[src/rtl/rtc_pkg.sv]
package rtc_pkg;
  typedef enum logic [1:0] {
    CS_IDLE = 2'd0,
    CS_RUN  = 2'd1,
    CS_DONE = 2'd2
  } conv_state_e;
endpackage

[src/rtl/rtc_rst_sync.sv]
module rtc_rst_sync (
  input  logic clk,
  input  logic rst_n,
  output logic rst_sync_n
);
  logic [1:0] sync_q;

  always_ff @(posedge clk or negedge rst_n) begin
    if (!rst_n) sync_q <= 2'b00;
    else        sync_q <= {sync_q[0], 1'b1};
  end

  assign rst_sync_n = sync_q[1];
endmodule

[src/rtl/rtc_counter.sv]
module rtc_counter #(
  parameter int CW = 8
) (
  input  logic          clk,
  input  logic          rst_n,
  input  logic          start,
  input  logic          hold,
  input  logic [CW-1:0] modulo,
  output logic [CW-1:0] count_o,
  output logic          run_o,
  output logic          finish_o,
  output logic          done_o
);
  import rtc_pkg::*;

  conv_state_e   state_q, state_d;
  logic [CW-1:0] cnt_q, cnt_d;
  logic          cnt_en;
  logic          at_top;

  assign at_top   = (cnt_q == modulo);
  assign run_o    = (state_q == CS_RUN);
  assign finish_o = run_o && !hold && at_top && !start;
  assign done_o   = (state_q == CS_DONE);

  // next-state and count enable
  always_comb begin
    state_d = state_q;
    cnt_d   = cnt_q;
    cnt_en  = 1'b0;
    if (start) begin
      state_d = CS_RUN;
      cnt_d   = '0;
      cnt_en  = 1'b1;
    end else if (run_o && !hold) begin
      if (at_top) begin
        state_d = CS_DONE;
      end else begin
        cnt_d  = cnt_q + 1'b1;
        cnt_en = 1'b1;
      end
    end
  end

  always_ff @(posedge clk or negedge rst_n) begin
    if (!rst_n) state_q <= CS_IDLE;
    else        state_q <= state_d;
  end

  always_ff @(posedge clk or negedge rst_n) begin
    if (!rst_n)      cnt_q <= '0;
    else if (cnt_en) cnt_q <= cnt_d;
  end

  assign count_o = cnt_q;

  p_cnt_bound_r6: assert property (@(posedge clk) disable iff (!rst_n)
    run_o |-> (cnt_q <= modulo));

  p_done_follows_r6: assert property (@(posedge clk) disable iff (!rst_n)
    finish_o |=> done_o);

  p_hold_freeze_r8: assert property (@(posedge clk) disable iff (!rst_n)
    (run_o && hold && !start) |=> $stable(cnt_q));
endmodule

[src/rtl/rtc_channel.sv]
module rtc_channel #(
  parameter int CW = 8
) (
  input  logic          clk,
  input  logic          rst_n,
  input  logic          start,
  input  logic          run,
  input  logic          finish,
  input  logic          fall_sel,
  input  logic          cmp_i,
  input  logic [CW-1:0] count,
  output logic [CW-1:0] code_o,
  output logic          latched_o
);
  logic          cmp_q;
  logic          rise_ev, fall_ev, trip;
  logic          capture;
  logic [CW-1:0] code_q, code_d;
  logic          lat_q, lat_d;
  logic          code_en;

  always_ff @(posedge clk or negedge rst_n) begin
    if (!rst_n) cmp_q <= 1'b0;
    else        cmp_q <= cmp_i;
  end

  assign rise_ev = cmp_i & ~cmp_q;
  assign fall_ev = ~cmp_i & cmp_q;
  assign trip    = fall_sel ? fall_ev : rise_ev;
  assign capture = run & ~lat_q & (trip | finish) & ~start;

  always_comb begin
    code_d  = code_q;
    lat_d   = lat_q;
    code_en = 1'b0;
    if (start) begin
      code_d  = '0;
      lat_d   = 1'b0;
      code_en = 1'b1;
    end else if (capture) begin
      code_d  = count;
      lat_d   = 1'b1;
      code_en = 1'b1;
    end
  end

  always_ff @(posedge clk or negedge rst_n) begin
    if (!rst_n) begin
      code_q <= '0;
      lat_q  <= 1'b0;
    end else if (code_en) begin
      code_q <= code_d;
      lat_q  <= lat_d;
    end
  end

  assign code_o    = code_q;
  assign latched_o = lat_q;

  p_latch_once_r5: assert property (@(posedge clk) disable iff (!rst_n)
    (lat_q && !start) |=> ($stable(code_q) && lat_q));

  p_clear_on_start_r2: assert property (@(posedge clk) disable iff (!rst_n)
    start |=> ((code_q == '0) && !lat_q));
endmodule

[src/rtl/rtc_popcnt.sv]
module rtc_popcnt #(
  parameter int NCH = 128,
  parameter int CW  = 8
) (
  input  logic [NCH-1:0] bits_i,
  output logic [CW-1:0]  tally_o
);
  localparam int unsigned MAXV = (32'd1 << CW) - 32'd1;

  int unsigned total;

  always_comb begin
    total = 0;
    for (int i = 0; i < NCH; i++) begin
      total += 32'(bits_i[i]);
    end
    tally_o = (total > MAXV) ? CW'(MAXV) : CW'(total);
  end
endmodule

[src/rtl/ramp_tdc_core.sv]
module ramp_tdc_core #(
  parameter int NCH = 128,
  parameter int CW  = 8
) (
  input  logic              clk,
  input  logic              rst_n,
  input  logic              cnt_rst,
  input  logic [CW-1:0]     cfg_modulo,
  input  logic              cfg_fall_edge,
  input  logic              cfg_ped_en,
  input  logic [CW-1:0]     cfg_ped_need,
  input  logic [NCH-1:0]    cmp_i,
  output logic [NCH*CW-1:0] code_o,
  output logic              done_o
);
  logic           rst_i_n;
  logic [CW-1:0]  count;
  logic           run, finish;
  logic           hold;
  logic [NCH-1:0] latched;
  logic [CW-1:0]  tally;

  rtc_rst_sync u_rst (
    .clk        (clk),
    .rst_n      (rst_n),
    .rst_sync_n (rst_i_n)
  );

  rtc_popcnt #(.NCH(NCH), .CW(CW)) u_tally (
    .bits_i  (latched),
    .tally_o (tally)
  );

  assign hold = cfg_ped_en && (tally < cfg_ped_need);

  rtc_counter #(.CW(CW)) u_cnt (
    .clk      (clk),
    .rst_n    (rst_i_n),
    .start    (cnt_rst),
    .hold     (hold),
    .modulo   (cfg_modulo),
    .count_o  (count),
    .run_o    (run),
    .finish_o (finish),
    .done_o   (done_o)
  );

  for (genvar g = 0; g < NCH; g++) begin : g_ch
    rtc_channel #(.CW(CW)) u_ch (
      .clk       (clk),
      .rst_n     (rst_i_n),
      .start     (cnt_rst),
      .run       (run),
      .finish    (finish),
      .fall_sel  (cfg_fall_edge),
      .cmp_i     (cmp_i[g]),
      .count     (count),
      .code_o    (code_o[g*CW +: CW]),
      .latched_o (latched[g])
    );
  end

  p_unfired_filled_r7: assert property (@(posedge clk) disable iff (!rst_i_n)
    done_o |-> (&latched));

  p_done_frozen_r9: assert property (@(posedge clk) disable iff (!rst_i_n)
    (done_o && !cnt_rst) |=> (done_o && $stable(code_o)));
endmodule

[config.mk]
export PLATFORM = sky130hd
export DESIGN_NAME = ramp_tdc_core
export DESIGN_NICKNAME = d
export VERILOG_FILES = /design/src/rtl/rtc_pkg.sv /design/src/rtl/rtc_rst_sync.sv /design/src/rtl/rtc_counter.sv /design/src/rtl/rtc_channel.sv /design/src/rtl/rtc_popcnt.sv /design/src/rtl/ramp_tdc_core.sv
export SDC_FILE = /design/constraint.sdc
export NUM_CORES = 2
export LEC_CHECK = 0
export ABC_AREA = 0
export BUFFER_PORTS_ARGS = -buffer_cell sky130_fd_sc_hd__buf_2
export CAP_MARGIN = 20
export CORE_AREA = 10 10 452 454
export CTS_CLUSTER_DIAMETER = 80
export DETAILED_ROUTE_END_ITERATION = 10
export DIE_AREA = 0 0 462 464
export HOLD_SLACK_MARGIN = 0.08
export PLACE_DENSITY = 0.58
export SLEW_MARGIN = 20
export SYNTH_ARGS = -nofsm -noshare
export SYNTH_HDL_FRONTEND = slang
export SYNTH_SLANG_ARGS = --single-unit
[constraint.sdc]
create_clock -name clk -period 56.3 [get_ports clk]
set_clock_uncertainty 0.15 [all_clocks]
set_input_delay 8.445 -clock clk [delete_from_list [all_inputs] [get_ports clk]]
set_output_delay 8.445 -clock clk [all_outputs]
set_load 0.005 [all_outputs]
=== Yosys cells after proc, flatten, opt, wreduce, memory -nomap -nowiden ===
Cells that the tools add are included.

* Register bits: 1292
* Input bits: 149
* Output and inout port bits: 1025
* Word-level logic and storage cells: 2846

* $add $sub $neg: 128
* Order comparisons: 2
* Equality and inequality tests: 4
* Muxes and demuxes: 906
* Bitwise logic cells: 1153
* Reduce and logical (&&, ||, !) cells: 266

{| class="wikitable"
|+ Operator list
! kind !! count
|-
| 32-bit by 1-bit adder with 32-bit output || 126
|-
| 8-bit two-way mux || 260
|-
| 1-bit two-way mux || 643
|-
| 1-bit bitwise AND || 640
|-
| 1-bit NOT || 385
|-
| 2-bit nonzero test || 130
|-
| 2-bit AND reduction || 129
|-
| 1-bit OR || 128
|-
| 32-bit by 8-bit > comparator with 1-bit output (second input constant) || 1
|-
| 8-bit by 1-bit adder with 8-bit output (second input constant) || 1
|-
| 8-bit == test || 1
|-
| 8-bit < comparator || 1
|-
| 2-bit two-way mux || 3
|-
| 1-bit logical AND || 4
|-
| 3-bit AND reduction || 1
|-
| 1-bit by 1-bit adder with 2-bit output || 1
|-
| 2-bit by 1-bit == test with 1-bit output (second input constant) || 1
|-
| 2-bit == test (second input constant) || 1
|-
| 1-bit logical NOT || 2
|-
| 2-bit inequality test (second input constant) || 1
|}

=== Logic depth before layout (Yosys ltp) ===
* Depth in word-level cells: 141
* Depth in mapped cells: 35
* Mapped depth without buffers: 32

=== By module ===
Synthesis repeated with hierarchy kept, for this count alone.

* Cell total of the unflattened synthesis: 5674
* Area total of the unflattened synthesis: 66465.0 sq um

{| class="wikitable"
|+ By module, submodules not included
! module !! times used !! cells an instance !! area each (sq um) !! sequential area each (sq um)
|-
| rtc_channel || 128 || 41 || 485.5 || 250.2
|-
| rtc_popcnt || 1 || 325 || 3375.7 || 0.0
|-
| rtc_counter || 1 || 72 || 711.9 || 250.2
|-
| ramp_tdc_core || 1 || 26 || 183.9 || 0.0
|-
| rtc_rst_sync || 1 || 3 || 53.8 || 50.0
|}

=== Worst setup path after synthesis ===
OpenSTA, ideal clock, no wires.

* Kind: input-to-reg
* Start: input port cfg_ped_need[2]
* End: register g_ch[15].u_ch.code_q[6]
* Library setup time: 78 ps
* Arrival: 10416 ps
* Data required time: 56072 ps
* Path slack: 45656 ps
* Stages on the path: 10
* Path buffers: 2
* Cells stage by stage: inv_1 ha_1 a211o_1 a31oi_1 o2111ai_1 clkbuf_1 clkbuf_1 a21oi_1 o21ai_0 a21oi_1

* Word-level cells in the longest chain between the ends: 12
* Elaborated cells between the ends (all ways): 13
* Those cells by class: order compare: 1; mux: 2; bitwise: 3; reduce/logical: 7

{| class="wikitable"
|+ RTL lines
! element !! RTL line !! source
|-
| start: declaration || ramp_tdc_core.sv:11 || <nowiki>input logic [CW-1:0] cfg_ped_need,</nowiki>
|-
| 8-bit < comparator (*) || ramp_tdc_core.sv:34 || <nowiki>assign hold = cfg_ped_en && (tally < cfg_ped_need);</nowiki>
|-
| 1-bit logical AND (*) || ramp_tdc_core.sv:34 ||
|-
| 1-bit logical NOT (*) || rtc_counter.sv:23 || <nowiki>assign finish_o = run_o && !hold && at_top && !start;</nowiki>
|-
| 1-bit logical AND (*) (3 in series) || rtc_counter.sv:23 ||
|-
| 1-bit OR (*) || rtc_channel.sv:30 || <nowiki>assign capture = run & ~lat_q & (trip | finish) & ~start;</nowiki>
|-
| 1-bit bitwise AND (*) (2 in series) || rtc_channel.sv:30 ||
|-
| 1-bit two-way mux || rtc_channel.sv:40 || <nowiki>end else if (capture) begin</nowiki>
|-
| 1-bit two-way mux || rtc_channel.sv:36 || <nowiki>if (start) begin</nowiki>
|-
| 2-bit AND reduction (no source line) (*) || - ||
|-
| end signal: assignment || rtc_channel.sv:52 || <nowiki>code_q <= code_d;</nowiki>
|-
| end: declaration || rtc_channel.sv:18 || <nowiki>logic [CW-1:0] code_q, code_d;</nowiki>
|}

Every way passes the cells marked *; elsewhere a longest branch is shown, timed or not.
A chain may end at the register's enable or synchronous reset.

=== Final worst setup path ===
* Start: register g_ch[24].u_ch.lat_q
* End: register g_ch[93].u_ch.code_q[1]

* Word-level cells in the longest chain between the ends: 118
* Elaborated cells between the ends (all ways): 119
* Those cells by class: add/sub: 104; order compare: 2; mux: 3; bitwise: 3; reduce/logical: 7

{| class="wikitable"
|+ RTL lines
! element !! RTL line !! source
|-
| start: declaration || rtc_channel.sv:19 || <nowiki>logic lat_q, lat_d;</nowiki>
|-
| start signal: assignment || rtc_channel.sv:53 || <nowiki>lat_q <= lat_d;</nowiki>
|-
| 32-bit by 1-bit adder with 32-bit output (*) (104 in series) || rtc_popcnt.sv:15 || <nowiki>total += 32'(bits_i[i]);</nowiki>
|-
| 32-bit by 8-bit > comparator with 1-bit output || rtc_popcnt.sv:17 || <nowiki>tally_o = (total > MAXV) ? CW'(MAXV) : CW'(total);</nowiki>
|-
| 8-bit two-way mux (*) || rtc_popcnt.sv:17 ||
|-
| 8-bit < comparator (*) || ramp_tdc_core.sv:34 ||
|-
| 1-bit logical AND (*) || ramp_tdc_core.sv:34 ||
|-
| 1-bit logical NOT (*) || rtc_counter.sv:23 ||
|-
| 1-bit logical AND (*) (3 in series) || rtc_counter.sv:23 ||
|-
| 1-bit OR (*) || rtc_channel.sv:30 ||
|-
| 1-bit bitwise AND (*) (2 in series) || rtc_channel.sv:30 ||
|-
| 1-bit two-way mux || rtc_channel.sv:40 ||
|-
| 1-bit two-way mux || rtc_channel.sv:36 ||
|-
| 2-bit AND reduction (no source line) (*) || - ||
|-
| end signal: assignment || rtc_channel.sv:52 ||
|-
| end: declaration || rtc_channel.sv:18 ||
|}

Marks and branches as above.

==> metrics <==
Post-DRT Antenna Nets=0; crit end category=flop; Area Overhead vs Synth=21.8%; clk root buf=clkbuf_16; largest net degree at the start of global routing=168; Initial Utilization=30.9%; relative slew slack=22.6%; Synth area leader=dfrtp_1; 1st-pass router iterations=6; Iteration-0 DRC Markers=7216; Nets=7595; number of hold buffers added after cts=0; Max-Cap Viols=0; CP peak stage delay=0.77 ns; worst slew pin tran=1.16 ns; CP Max Fanout=64; placement row count=162; die height=roughly 460 um; Wirelength per Cell=28.4 um; sequential element share of the synthesized area=53.7%; RR Startpoint=g_ch[24].u_ch.latched_o$_DFFE_PN0P_; Post-CTS Setup Repair Bufs=0; Die Width=about 460 um; Post-synth ARST share=100%; setup ws final=43.85 ns; Mapped Cells=6401; Hold Crit Class=flop to flop; antenna violations before repair=59; total number of vias=~57000; Pins Over Slew Limit=0; Vias per Instance=5.70; vias in the first global route=roughly 54000; Final period util=22.1%; Endpoint, Worst Hold=u_rst.sync_q[1]$_DFF_PN0_; final WL=284000 um; dpl ws=43.54 ns; Crit path required time=56.81 ns; CTS tree=done; gpl congestion=0.901; Main synth FF type=dfrtp_1; Cell Area, Synth=0.0602 mm^2; DP HPWL=200000 um; # IOs=1174; Worst path slowest cell=buf_4; die footprint=between 0.2 and 0.25 mm^2; Yosys cell types=40; total CTS buffers=152; first-pass GRT wire length=401000 um; Multi-input gate area=0.0250 mm^2; final instance area=0.0733 mm^2; average cell area after synthesis=around 9.4 um^2; ranking of synthesized cells by area=dfrtp_1 (54%), a21oi_1 (11%), nand3_1 (8.5%); CP Class=flop to flop; setup TNS=0 ns; DRC errors left=0; gr usage total=25.2%; Yosys warnings=0; # placed instances=9684; syn_nets=6699; Area after DPL=0.0680 mm^2; # H-tree levels=4; Max Freq=around 80 MHz; EDFF count, synth=0; reg-to-reg slack, setup=43.85 ns; clk slew on worst S/H paths=0.06 ns; crit path launch type=flop; port bufs=around 1200; Reg-to-Reg End=g_ch[93].u_ch.code_o[1]$_DFFE_PN0P_; RSZ-0062 raised after global routing=no; Clock Sinks=1292; fillers=19481; layout cells sized above 1=20.5%; WHS Path Cells=0; status=finished, final reports clean; minimum clock period=12.45 ns; min-delay src=u_rst.sync_q[0]$_DFF_PN0_; worst skew pair latency=about 0.83 ns; WP data arrival=12.96 ns; register area=between 0.03 and 0.04 mm^2; Clock Tree Buf Depth=3; crit-path most repeated cell=fa_1; Core Area=about 0.19 mm^2; setup violators final=0; R2R depth=32; FF+latch count, synth=about 1300; Resize count post-CTS=0; Final Hold Vio Count=0; final global-route overflow total=0; final std cells w/o fill=9999; post-synth top area share=53.7%
[worst max-delay path, delay by kind of cell (launching register included)]
family / cells / cell delay, ns
buffers and inverters: 7 / 2.69
flip-flops: 1 / 0.59
AND/OR/NAND/NOR: 3 / 0.40
AO/OA/AOI/OAI: 8 / 1.63
adder cells (fa/ha/maj): 13 / 6.50
XOR/XNOR: 1 / 0.15
[synth_stat cells, types with 2 or more instances]
cell type / number
fa_1: 115
nor2b_1: 128
inv_2: 10
nor2_1: 272
or2_2: 5
clkinv_1: 116
a21oi_1: 1269
o21ai_1: 142
buf_2: 21
clkbuf_1: 408
ha_1: 34
dfrtp_1: 1292
nand3_1: 1026
o21bai_1: 2
o21ai_0: 868
buf_1: 77
a311oi_1: 127
and4_1: 2
nand2_1: 21
nand4_1: 5
xnor2_1: 14
and3_1: 2
a22oi_1: 16
mux2i_1: 6
a21o_1: 128
nand2b_1: 8
nand4b_1: 17
nor3b_1: 137
inv_1: 121
a211o_1: 2
[flip-flops by register name (all words and copies together), names as in the netlist]
name,cells
g_ch.u_ch.cmp_q,128
g_ch.u_ch.code_o,1024
g_ch.u_ch.latched_o,128
u_cnt.count_o,8
u_cnt.state_q,2
u_rst.sync_q,2
[area by class of cell]
cell class	count	share of cell area, %
Antenna cell	41	0.140
Clock buffer	225	6.17
Clock inverter	48	0.792
Inverter	247	1.27
Multi-Input combinational cell	4356	34.2
Sequential cell	1292	44.2
Tap cell	2542	4.34
Timing Repair Buffer	1248	8.94
[routing by layer]
| metal | global-route usage [%] | wire length, um | vias up |
|---|---|---|---|
| met3 | 7.68 | 29400 | 658 |
| li1 | - | - | 24807 |
| met5 | 0 | 290 | - |
| met2 | 38.9 | 128000 | 3131 |
| met1 | 31.5 | 110000 | 28367 |
| met4 | 13.6 | 16600 | 44 |
[cells in the final DEF, fill, tap and decap left out, types with 34 or more instances in the layout]
cell type,netlist,final
nor3b_1,137,137
nor2_1,272,271
nand3_1,1026,1025
fa_1,115,115
diode_2,0,41
a21o_1,128,128
nor2b_1,128,127
o21ai_0,868,868
ha_1,34,34
inv_1,121,121
o21ai_1,142,142
a311oi_1,127,127
clkbuf_16,0,155
buf_2,21,1171
a21oi_1,1269,1269
dfrtp_1,1292,1283
buf_4,0,65
clkbuf_8,0,38
clkinv_1,116,116
[stage by stage]
stage	hold WS [ns]	util, %
floorplan	0.181	-
global route	0.204	37.6
CTS	0.199	37.6
global placement	0.188	35.0
finish	0.197	37.7
detailed placement	0.187	35.0
[cells by family (layout without fill, tap and decap cells)]
| kind of cell | after synthesis | in the layout | synth area share, % |
|---|---|---|---|
| XOR/XNOR | 15 | 15 | 0.218 |
| AND/OR/NAND/NOR | 1627 | 1627 | 14.0 |
| flip-flops | 1292 | 1292 | 53.7 |
| multiplexers | 6 | 6 | 0.0998 |
| other | 1 | 42 | 0.00623 |
| adder cells (fa/ha/maj) | 149 | 149 | 4.53 |
| buffers and inverters | 753 | 1768 | 4.74 |
| AO/OA/AOI/OAI | 2558 | 2558 | 22.7 |
[worst max path at each step]
| stage | startpoint | to | slack [ns] | cells after the start |
|---|---|---|---|---|
| 2_1_floorplan | u_rst.sync_q[1]$_DFF_PN0_ | g_ch[0].u_ch.cmp_q$_DFF_PN0_ | 17.47 | 0 |
| 3_3_place_gp | cfg_ped_need[6] | g_ch[98].u_ch.code_o[0]$_DFFE_PN0P_ | 43.67 | 12 |
| 3_5_place_dp | cfg_ped_need[6] | g_ch[93].u_ch.code_o[1]$_DFFE_PN0P_ | 43.54 | 12 |
| 4_1_cts | g_ch[24].u_ch.latched_o$_DFFE_PN0P_ | g_ch[93].u_ch.code_o[1]$_DFFE_PN0P_ | 43.79 | 32 |
| 5_1_grt | g_ch[24].u_ch.latched_o$_DFFE_PN0P_ | g_ch[60].u_ch.code_o[4]$_DFFE_PN0P_ | 43.34 | 32 |
| 6_report | g_ch[24].u_ch.latched_o$_DFFE_PN0P_ | g_ch[93].u_ch.code_o[1]$_DFFE_PN0P_ | 43.85 | 32 |
Power is not shown: default switching activity piles up to over one toggle a cycle in this logic, so the estimate is an artifact.
